[config.mk]
export PLATFORM = sky130hd
export DESIGN_NAME = spi_host_regs
export DESIGN_NICKNAME = d
export VERILOG_FILES = /design/src/rtl/spi_host_pkg.sv /design/src/rtl/spi_host_fifo.sv /design/src/rtl/spi_host_shift.sv /design/src/rtl/spi_host_regs.sv
export SDC_FILE = /design/constraint.sdc
export NUM_CORES = 1
export LEC_CHECK = 0
export BUFFER_PORTS_ARGS = -buffer_cell sky130_fd_sc_hd__buf_4
export CELL_PAD_IN_SITES_DETAIL_PLACEMENT = 1
export CELL_PAD_IN_SITES_GLOBAL_PLACEMENT = 1
export CORE_MARGIN = 2
export CORE_UTILIZATION = 40
export CTS_CLUSTER_DIAMETER = 120
export DETAILED_ROUTE_END_ITERATION = 6
export PLACE_DENSITY = 0.74
export SLEW_MARGIN = 30
export SYNTH_ARGS = -nofsm -noshare
export SYNTH_HDL_FRONTEND = slang
export SYNTH_SLANG_ARGS = --single-unit
[constraint.sdc]
create_clock -name clk -period 8.2 [get_ports clk]
set_input_delay 0.41 -clock clk [delete_from_list [all_inputs] [get_ports clk]]
set_output_delay 0.41 -clock clk [all_outputs]
set_load 0.005 [all_outputs]
[src/rtl/spi_host_pkg.sv]
package spi_host_pkg;
    localparam int AW = 3;
    localparam logic [AW-1:0] A_MCTL = 3'd0;
    localparam logic [AW-1:0] A_FMT  = 3'd1;
    localparam logic [AW-1:0] A_RATE = 3'd2;
    localparam logic [AW-1:0] A_STAT = 3'd5;
    localparam logic [AW-1:0] A_DATA = 3'd6;

    typedef enum logic [1:0] {
        MODE_OFF = 2'b00,
        MODE_CFG = 2'b01,
        MODE_RUN = 2'b10,
        MODE_RSV = 2'b11
    } mode_e;

    typedef struct packed {
        logic msb_first;
        logic cpha;
        logic cpol;
    } fmt_t;

    // clocks spent at the resting level before the leading edge
    function automatic logic [7:0] lead_cycles(logic [7:0] d);
        logic [8:0] s;
        s = (9'(d) + 9'd2) >> 1;
        return s[7:0];
    endfunction

    function automatic logic [7:0] eff_div(logic [7:0] d);
        return (d == 8'd0) ? 8'd1 : d;
    endfunction
endpackage

[src/rtl/spi_host_fifo.sv]
module spi_host_fifo #(
    parameter int WIDTH = 16,
    parameter int DEPTH = 4
) (
    input  logic                             clk,
    input  logic                             rst,
    input  logic                             clr,
    input  logic                             push,
    input  logic [WIDTH-1:0]                 din,
    input  logic                             pop,
    output logic [WIDTH-1:0]                 dout,
    output logic [$clog2(DEPTH+1)-1:0]       count
);
    localparam int PW = (DEPTH > 1) ? $clog2(DEPTH) : 1;
    localparam int CW = $clog2(DEPTH+1);

    logic [WIDTH-1:0] mem [DEPTH];
    logic [PW-1:0]    wp, rp;
    logic             full, empty, do_push, do_pop;

    assign full    = (count == CW'(DEPTH));
    assign empty   = (count == '0);
    assign do_pop  = pop && !empty;
    assign do_push = push && (!full || do_pop);
    assign dout    = mem[rp];

    function automatic logic [PW-1:0] step(logic [PW-1:0] p);
        return (p == PW'(DEPTH-1)) ? '0 : p + PW'(1);
    endfunction

    always_ff @(posedge clk) begin
        if (rst || clr) begin
            wp    <= '0;
            rp    <= '0;
            count <= '0;
        end else begin
            if (do_push) wp <= step(wp);
            if (do_pop)  rp <= step(rp);
            count <= count + CW'(do_push) - CW'(do_pop);
        end
    end

    always_ff @(posedge clk) begin
        if (do_push) mem[wp] <= din;
    end
endmodule

[src/rtl/spi_host_shift.sv]
module spi_host_shift
    import spi_host_pkg::*;
#(
    parameter int DW = 16
) (
    input  logic          clk,
    input  logic          rst,
    input  logic          start,
    input  logic [DW-1:0] word,
    input  fmt_t          fmt,
    input  logic [7:0]    div,
    input  logic          wide,
    input  logic          miso,
    output logic          busy,
    output logic          done,
    output logic [DW-1:0] rx_word,
    output logic          sck,
    output logic          mosi
);
    localparam int IW = $clog2(DW);
    localparam int KW = IW + 1;

    logic [7:0]    cnt, div_q, lead;
    logic [KW-1:0] bitk;
    logic [DW-1:0] tx_q, rx_q;
    fmt_t          fmt_q;
    logic          wide_q, mosi_q, lead_e, trail_e, last_bit;

    function automatic logic [IW-1:0] pos(logic msb, logic w, logic [KW-1:0] k);
        int last;
        last = w ? DW - 1 : DW / 2 - 1;
        return msb ? IW'(last - int'(k)) : IW'(k);
    endfunction

    assign lead     = lead_cycles(div_q);
    assign lead_e   = busy && (cnt == lead - 8'd1);
    assign trail_e  = busy && (cnt == div_q);
    assign last_bit = (bitk == (wide_q ? KW'(DW - 1) : KW'(DW / 2 - 1)));
    assign sck      = busy ? (fmt_q.cpol ^ (cnt >= lead)) : fmt.cpol;
    assign mosi     = mosi_q;
    assign rx_word  = rx_q;

    always_ff @(posedge clk) begin
        if (rst) begin
            busy   <= 1'b0;
            done   <= 1'b0;
            cnt    <= '0;
            bitk   <= '0;
            tx_q   <= '0;
            rx_q   <= '0;
            fmt_q  <= '0;
            div_q  <= 8'd1;
            wide_q <= 1'b0;
            mosi_q <= 1'b0;
        end else begin
            done <= 1'b0;
            if (!busy && start) begin
                busy   <= 1'b1;
                cnt    <= '0;
                bitk   <= '0;
                tx_q   <= word;
                rx_q   <= '0;
                fmt_q  <= fmt;
                div_q  <= eff_div(div);
                wide_q <= wide;
                if (!fmt.cpha) mosi_q <= word[pos(fmt.msb_first, wide, '0)];
            end else if (lead_e) begin
                cnt <= cnt + 8'd1;
                if (!fmt_q.cpha) rx_q[pos(fmt_q.msb_first, wide_q, bitk)] <= miso;
                else             mosi_q <= tx_q[pos(fmt_q.msb_first, wide_q, bitk)];
            end else if (trail_e) begin
                cnt <= '0;
                if (fmt_q.cpha) rx_q[pos(fmt_q.msb_first, wide_q, bitk)] <= miso;
                if (last_bit) begin
                    busy <= 1'b0;
                    done <= 1'b1;
                end else begin
                    bitk <= bitk + KW'(1);
                    if (!fmt_q.cpha)
                        mosi_q <= tx_q[pos(fmt_q.msb_first, wide_q, bitk + KW'(1))];
                end
            end else if (busy) begin
                cnt <= cnt + 8'd1;
            end
        end
    end
endmodule

[src/rtl/spi_host_regs.sv]
module spi_host_regs
    import spi_host_pkg::*;
#(
    parameter int FIFO_DEPTH = 4,
    parameter int DW         = 16
) (
    input  logic          clk,
    input  logic          rst,
    input  logic          bus_wr,
    input  logic          bus_rd,
    input  logic [2:0]    bus_addr,
    input  logic [31:0]   bus_wdata,
    output logic [31:0]   bus_rdata,
    output logic          sck,
    output logic          mosi,
    input  logic          miso,
    output logic          irq
);
    localparam int CW = $clog2(FIFO_DEPTH + 1);

    mode_e         mode_q;
    logic          stop_q, rxie_q;
    fmt_t          fmt_q;
    logic [1:0]    thr_q;
    logic [7:0]    div_q, bits_q;
    logic [CW-1:0] tx_cnt, rx_cnt;
    logic [DW-1:0] tx_head, rx_head, rx_word;
    logic          fifo_clr, rate_wr, fmt_wr, tx_push, rx_pop, start, busy, done;
    logic          idle, rx_flag, cfg_mode;
    logic          unused_hi;

    assign unused_hi = ^bus_wdata[31:16];
    assign cfg_mode  = (mode_q == MODE_CFG);
    assign fifo_clr  = bus_wr && (bus_addr == A_MCTL) && bus_wdata[0];
    assign rate_wr   = bus_wr && (bus_addr == A_RATE);
    assign fmt_wr    = bus_wr && (bus_addr == A_FMT);
    assign tx_push   = bus_wr && (bus_addr == A_DATA);
    assign rx_pop    = bus_rd && (bus_addr == A_DATA);
    assign start     = (mode_q == MODE_RUN) && !stop_q && (tx_cnt != '0) && !busy;
    assign idle      = !busy && (tx_cnt == '0);
    assign rx_flag   = (32'(rx_cnt) >= 32'(thr_q) + 32'd1);
    assign irq       = rx_flag && rxie_q;

    always_ff @(posedge clk) begin
        if (rst) begin
            mode_q <= MODE_CFG;
            stop_q <= 1'b0;
            fmt_q  <= '0;
            thr_q  <= '0;
            rxie_q <= 1'b0;
            div_q  <= 8'd1;
            bits_q <= 8'd8;
        end else if (bus_wr) begin
            if (bus_addr == A_MCTL) begin
                mode_q <= mode_e'(bus_wdata[7:6]);
                stop_q <= bus_wdata[1];
            end
            if (fmt_wr) begin
                thr_q  <= bus_wdata[13:12];
                rxie_q <= bus_wdata[9];
                if (cfg_mode) fmt_q <= fmt_t'(bus_wdata[2:0]);
            end
            if (rate_wr && cfg_mode) begin
                div_q  <= bus_wdata[15:8];
                bits_q <= bus_wdata[7:0];
            end
        end
    end

    spi_host_fifo #(.WIDTH(DW), .DEPTH(FIFO_DEPTH)) tx_fifo_i (
        .clk(clk), .rst(rst), .clr(fifo_clr),
        .push(tx_push), .din(bus_wdata[DW-1:0]),
        .pop(start), .dout(tx_head), .count(tx_cnt)
    );

    spi_host_fifo #(.WIDTH(DW), .DEPTH(FIFO_DEPTH)) rx_fifo_i (
        .clk(clk), .rst(rst), .clr(fifo_clr),
        .push(done), .din(rx_word),
        .pop(rx_pop), .dout(rx_head), .count(rx_cnt)
    );

    spi_host_shift #(.DW(DW)) shift_i (
        .clk(clk), .rst(rst), .start(start), .word(tx_head),
        .fmt(fmt_q), .div(div_q), .wide(bits_q == 8'd16), .miso(miso),
        .busy(busy), .done(done), .rx_word(rx_word), .sck(sck), .mosi(mosi)
    );

    always_comb begin
        bus_rdata = '0;
        case (bus_addr)
            A_MCTL: bus_rdata = {24'b0, mode_q, 4'b0, stop_q, 1'b0};
            A_FMT:  bus_rdata = {18'b0, thr_q, 2'b0, rxie_q, 6'b0, fmt_q};
            A_RATE: bus_rdata = {16'b0, div_q, bits_q};
            A_STAT: bus_rdata = {16'b0, 1'b0, rx_flag, 3'(tx_cnt), 3'(rx_cnt), 5'b0, idle, 2'b0};
            A_DATA: bus_rdata = (rx_cnt == '0) ? 32'b0 : {{(32-DW){1'b0}}, rx_head};
            default: bus_rdata = '0;
        endcase
    end
endmodule

==> reports/qor.yml <==
worst_setup_path:
  critical_path_peak_fanout: 8
  crit_path_start_kind: "flop"
  worst_r2r_startpoint: "rx_fifo_i.count[1]"
  worst-setup-path-type: "reg -> out"
  family_with_the_most_delay_on_the_worst_path: "compound AO/OA/AOI/OAI gates"
  max_stage_delay_ns: 0.52
  ff2ff_path_depth: 4
  cp_data_required_time_ns: 7.79
  worst_r2r_endpoint: "rx_fifo_i.mem[1][2]"
  timing.reg2reg.setup_slack_ns: 4.83
  highest_delay_cell_along_the_critical_path: "dfxtp_1"
  critical-path-top-cell-by-count: "a21o_1"
  timing.critical_path.cells: "ha_1 > xor2_1 > inv_1 > ha_1 > a21o_1 > a21o_1 > a21o_1 > maj3_1 > a2111oi_0 > a311o_1 > buf_4"
  worstPathBufferInverterCount: 2
  timing.critical_path.to_type: "output pin"
  arrival_time_reported_for_the_critical_path_endpoint_ns: 3.82
route:
  wl_per_cell_um: 21.3
  drt-total-wl_mm: 28.4
  remaining_drc_errors: 0
  drt-initial-drc-count: 620
  vias: 7529
  drt.antenna.violating_nets: 0
  first_pass_iteration_count_of_the_detailed_router: 5
  detail_route.vias_per_cell: 5.66
timing:
  layout_min_cycle_time_ns: 4.23
  setup_viol: 0
  report.final.slew_viol_count: 0
  layout_setup_ws_ns: 3.97
  worst-slew-pin-transition_ns: 0.979
  max_clock_freq_mhz: 237
  setup_repair_after_global_routing_missed_its_margin: "no"
  timing_hold_violations_final: 0
  final.period_utilization_pct: 51.5
  slew-limit-headroom_pct: 34.5
  tns_ns: 0
  worst_clock_skew_ns: 0.0107
synthesis:
  synth_warnings: 0
  synth-seq-area-share_pct: 53.8
  synth_seq_cells: 231
  synthDistinctLibCells: 75
  post_synth_instance_area_mm2: 0.0110
  synth.avg_cell_area_um2: 11.5
  synth-edff-count: 128
  top_reg_cell_synth: "edfxtp_1"
  postSynth.asyncResetShare_pct: 0
  post_synth_inst_count: 952
final_layout:
  mostFrequentLayoutCell: "nand2_1"
  diodes_inserted: 0
  most-common-layout-cells: "nand2_1 (151), edfxtp_1 (128), dfxtp_1 (103), nor2_1 (69), a21oi_1 (64)"
  finalNetCount: 1041
  drive_above_1_share_pct: 14.1
  final_cell_area_mm2: 0.0123
  syn_to_final_growth_pct: 11.8
hold_path:
  hold_crit_path_type: "in -> reg"
  worstHoldEndpoint: "tx_fifo_i.mem[0][3]"
  min_from: "bus_wdata[3]"
  min_delay_path_depth: 1
clocking:
  clock_sinks: 231
  cts-resized-gates: 0
  clk_latency_ns: 0.52
  clock_tree_from_tritoncts: "done"
  cts.path.max_buffers: 3
  number_of_cts_inserted_buffers: 25
  cts.root.buffer_cell: "clkbuf_16"
  cts_htree_levels: 1
  post_cts_hold_buffer_count: 0
  clk_transition_reported_paths_ns: 0.06
  post-cts-setup-buffers: 0
floorplanning:
  start_util_pct: 40.8
  ios: 75
  core-area_mm2: 0.0270
  dieArea_mm2: 0.0288
  dieWidth_um: 170
  floorplan.die.height_um: 170
  rows: 60
power_and_ir_drop:
  vdd_ir_drop_max_mv: 0.156
  static-leakage-power_nw: 4.39
  power.density_cell_area_mw_per_mm2: 195
placed_design:
  io_buffer_count: 42
  dp.final_hpwl_mm: 19.8
  post_place_setup_slack_ns: 4.29
  final_weighted_congestion_in_routability_driven_placement: 0.820
  post_dp_cell_area_mm2: 0.0115
global_route:
  antenna_found_initial: 0
  grt_use_total_pct: 20.0
  grt_pass1_vias: 7912
  global_route.overflow_total: 0
  first_pass_grt_wire_length_mm: 44.7
  maximum_number_of_pins_on_one_net_before_global_route_repair: 54
status:
  status: "complete, no violations"
flow_run:
  timing.max_cap.violations: 0
-- cells by family after synthesis --
group | count (synthesis) | synth area share (%)
DFF | 231 | 53.8
muxes | 73 | 10.8
AOI/OAI and AO/OA | 154 | 9.95
xor gates and xnor gates | 44 | 4.03
other | 1 | 0.0341
and+or+nand+nor | 319 | 13.5
adders and majority gates | 31 | 3.64
buffers and inverters | 99 | 4.33
-- metal layers --
layer / GRT usage, % / share of wire [%] / vias to the layer above
met3: 3.29 / 5.8 / 42
li1: - / - / 3479
met2: 33.5 / 48 / 231
met1: 26.8 / 44 / 3777
met4: 5.61 / 2.4 / 0
met5: 0 / 0 / -
-- worst max-delay path by stage --
stage                     startpoint                  end  cells past startpoint  slack (ns)
global placement         bus_addr[0]  rx_fifo_i.mem[1][2]                      6        4.39
finish              shift_i.div_q[1]                  sck                     11        3.97
detailed placement       bus_addr[0]  rx_fifo_i.mem[0][2]                      6        4.29
floorplan               shift_i.busy   tx_fifo_i.count[2]                     13        5.04
CTS                 shift_i.div_q[1]                  sck                     11        3.96
global route        shift_i.div_q[1]                  sck                     11        3.77
-- layout make-up --
type,count,area [um2]
inverter,27,101
clock buffer,34,679
clock inverter,12,115
multi-input combinational,637,4680
timing repair buffer,49,368
fill,2817,14700
sequential,231,5910
tap,341,427
-- synthesized netlist by cell type, types with 4 or more instances --
| cell | count | share of area (%) |
|---|---|---|
| a21o_1 | 6 | 0.41 |
| and2_1 | 11 | 0.63 |
| o221ai_1 | 4 | 0.32 |
| clkbuf_1 | 36 | 1.2 |
| inv_1 | 27 | 0.92 |
| mux2i_1 | 35 | 3.2 |
| a22oi_1 | 4 | 0.27 |
| o211ai_1 | 4 | 0.27 |
| xnor2_1 | 23 | 1.8 |
| nor2_1 | 69 | 2.4 |
| mux4_2 | 36 | 7.4 |
| a221o_1 | 4 | 0.36 |
| a211oi_1 | 4 | 0.27 |
| dfxtp_1 | 103 | 19 |
| a22o_1 | 5 | 0.40 |
| buf_6 | 5 | 0.51 |
| buf_2 | 5 | 0.23 |
| a32oi_1 | 17 | 1.4 |
| a31oi_1 | 5 | 0.28 |
| o21ai_0 | 13 | 0.59 |
| nor4_1 | 4 | 0.23 |
| nor2b_1 | 7 | 0.40 |
| xor2_1 | 16 | 1.3 |
| a21oi_1 | 64 | 2.9 |
| nor3_1 | 12 | 0.55 |
| and3_1 | 7 | 0.40 |
| nor3b_1 | 6 | 0.41 |
| ha_1 | 28 | 3.2 |
| edfxtp_1 | 128 | 35 |
| nand3_1 | 17 | 0.77 |
| buf_4 | 16 | 1.1 |
| nand2b_1 | 7 | 0.40 |
| nand4_1 | 7 | 0.40 |
| buf_1 | 10 | 0.34 |
| nand2_1 | 151 | 5.2 |
-- sequential cells by signal (all words and copies together) (netlist names), 2 cells and up, named ones only --
signal           cells
bits_q               8
div_q                8
fmt_q                3
mode_q               2
rx_fifo_i.count      3
rx_fifo_i.mem       64
rx_fifo_i.rp         2
rx_fifo_i.wp         2
shift_i.bitk         5
shift_i.cnt          8
shift_i.div_q        8
shift_i.fmt_q        3
shift_i.rx_word     16
shift_i.tx_q        16
thr_q                2
tx_fifo_i.count      3
tx_fifo_i.mem       64
tx_fifo_i.rp         2
tx_fifo_i.wp         2
-- power by group --
part           total, mW  switching (mW)  internal (mW)
clock               1.09           0.451          0.644
sequential          1.23         0.00649           1.22
combinational     0.0749          0.0486         0.0263
total               2.40           0.506           1.89
-- through the flow --
step                utilization, %  cells  total power [mW]  hold slack (ns)
floorplan                        -    967              1.30            0.445
global placement              42.5   1285              1.32            0.457
detailed placement            42.6   1285              1.33            0.462
CTS                           45.5   1331              2.41           0.0997
global route                  45.6   1331              2.46            0.104
finish                        45.6   1331              2.40            0.113
Power figures use the tool's default switching activity.
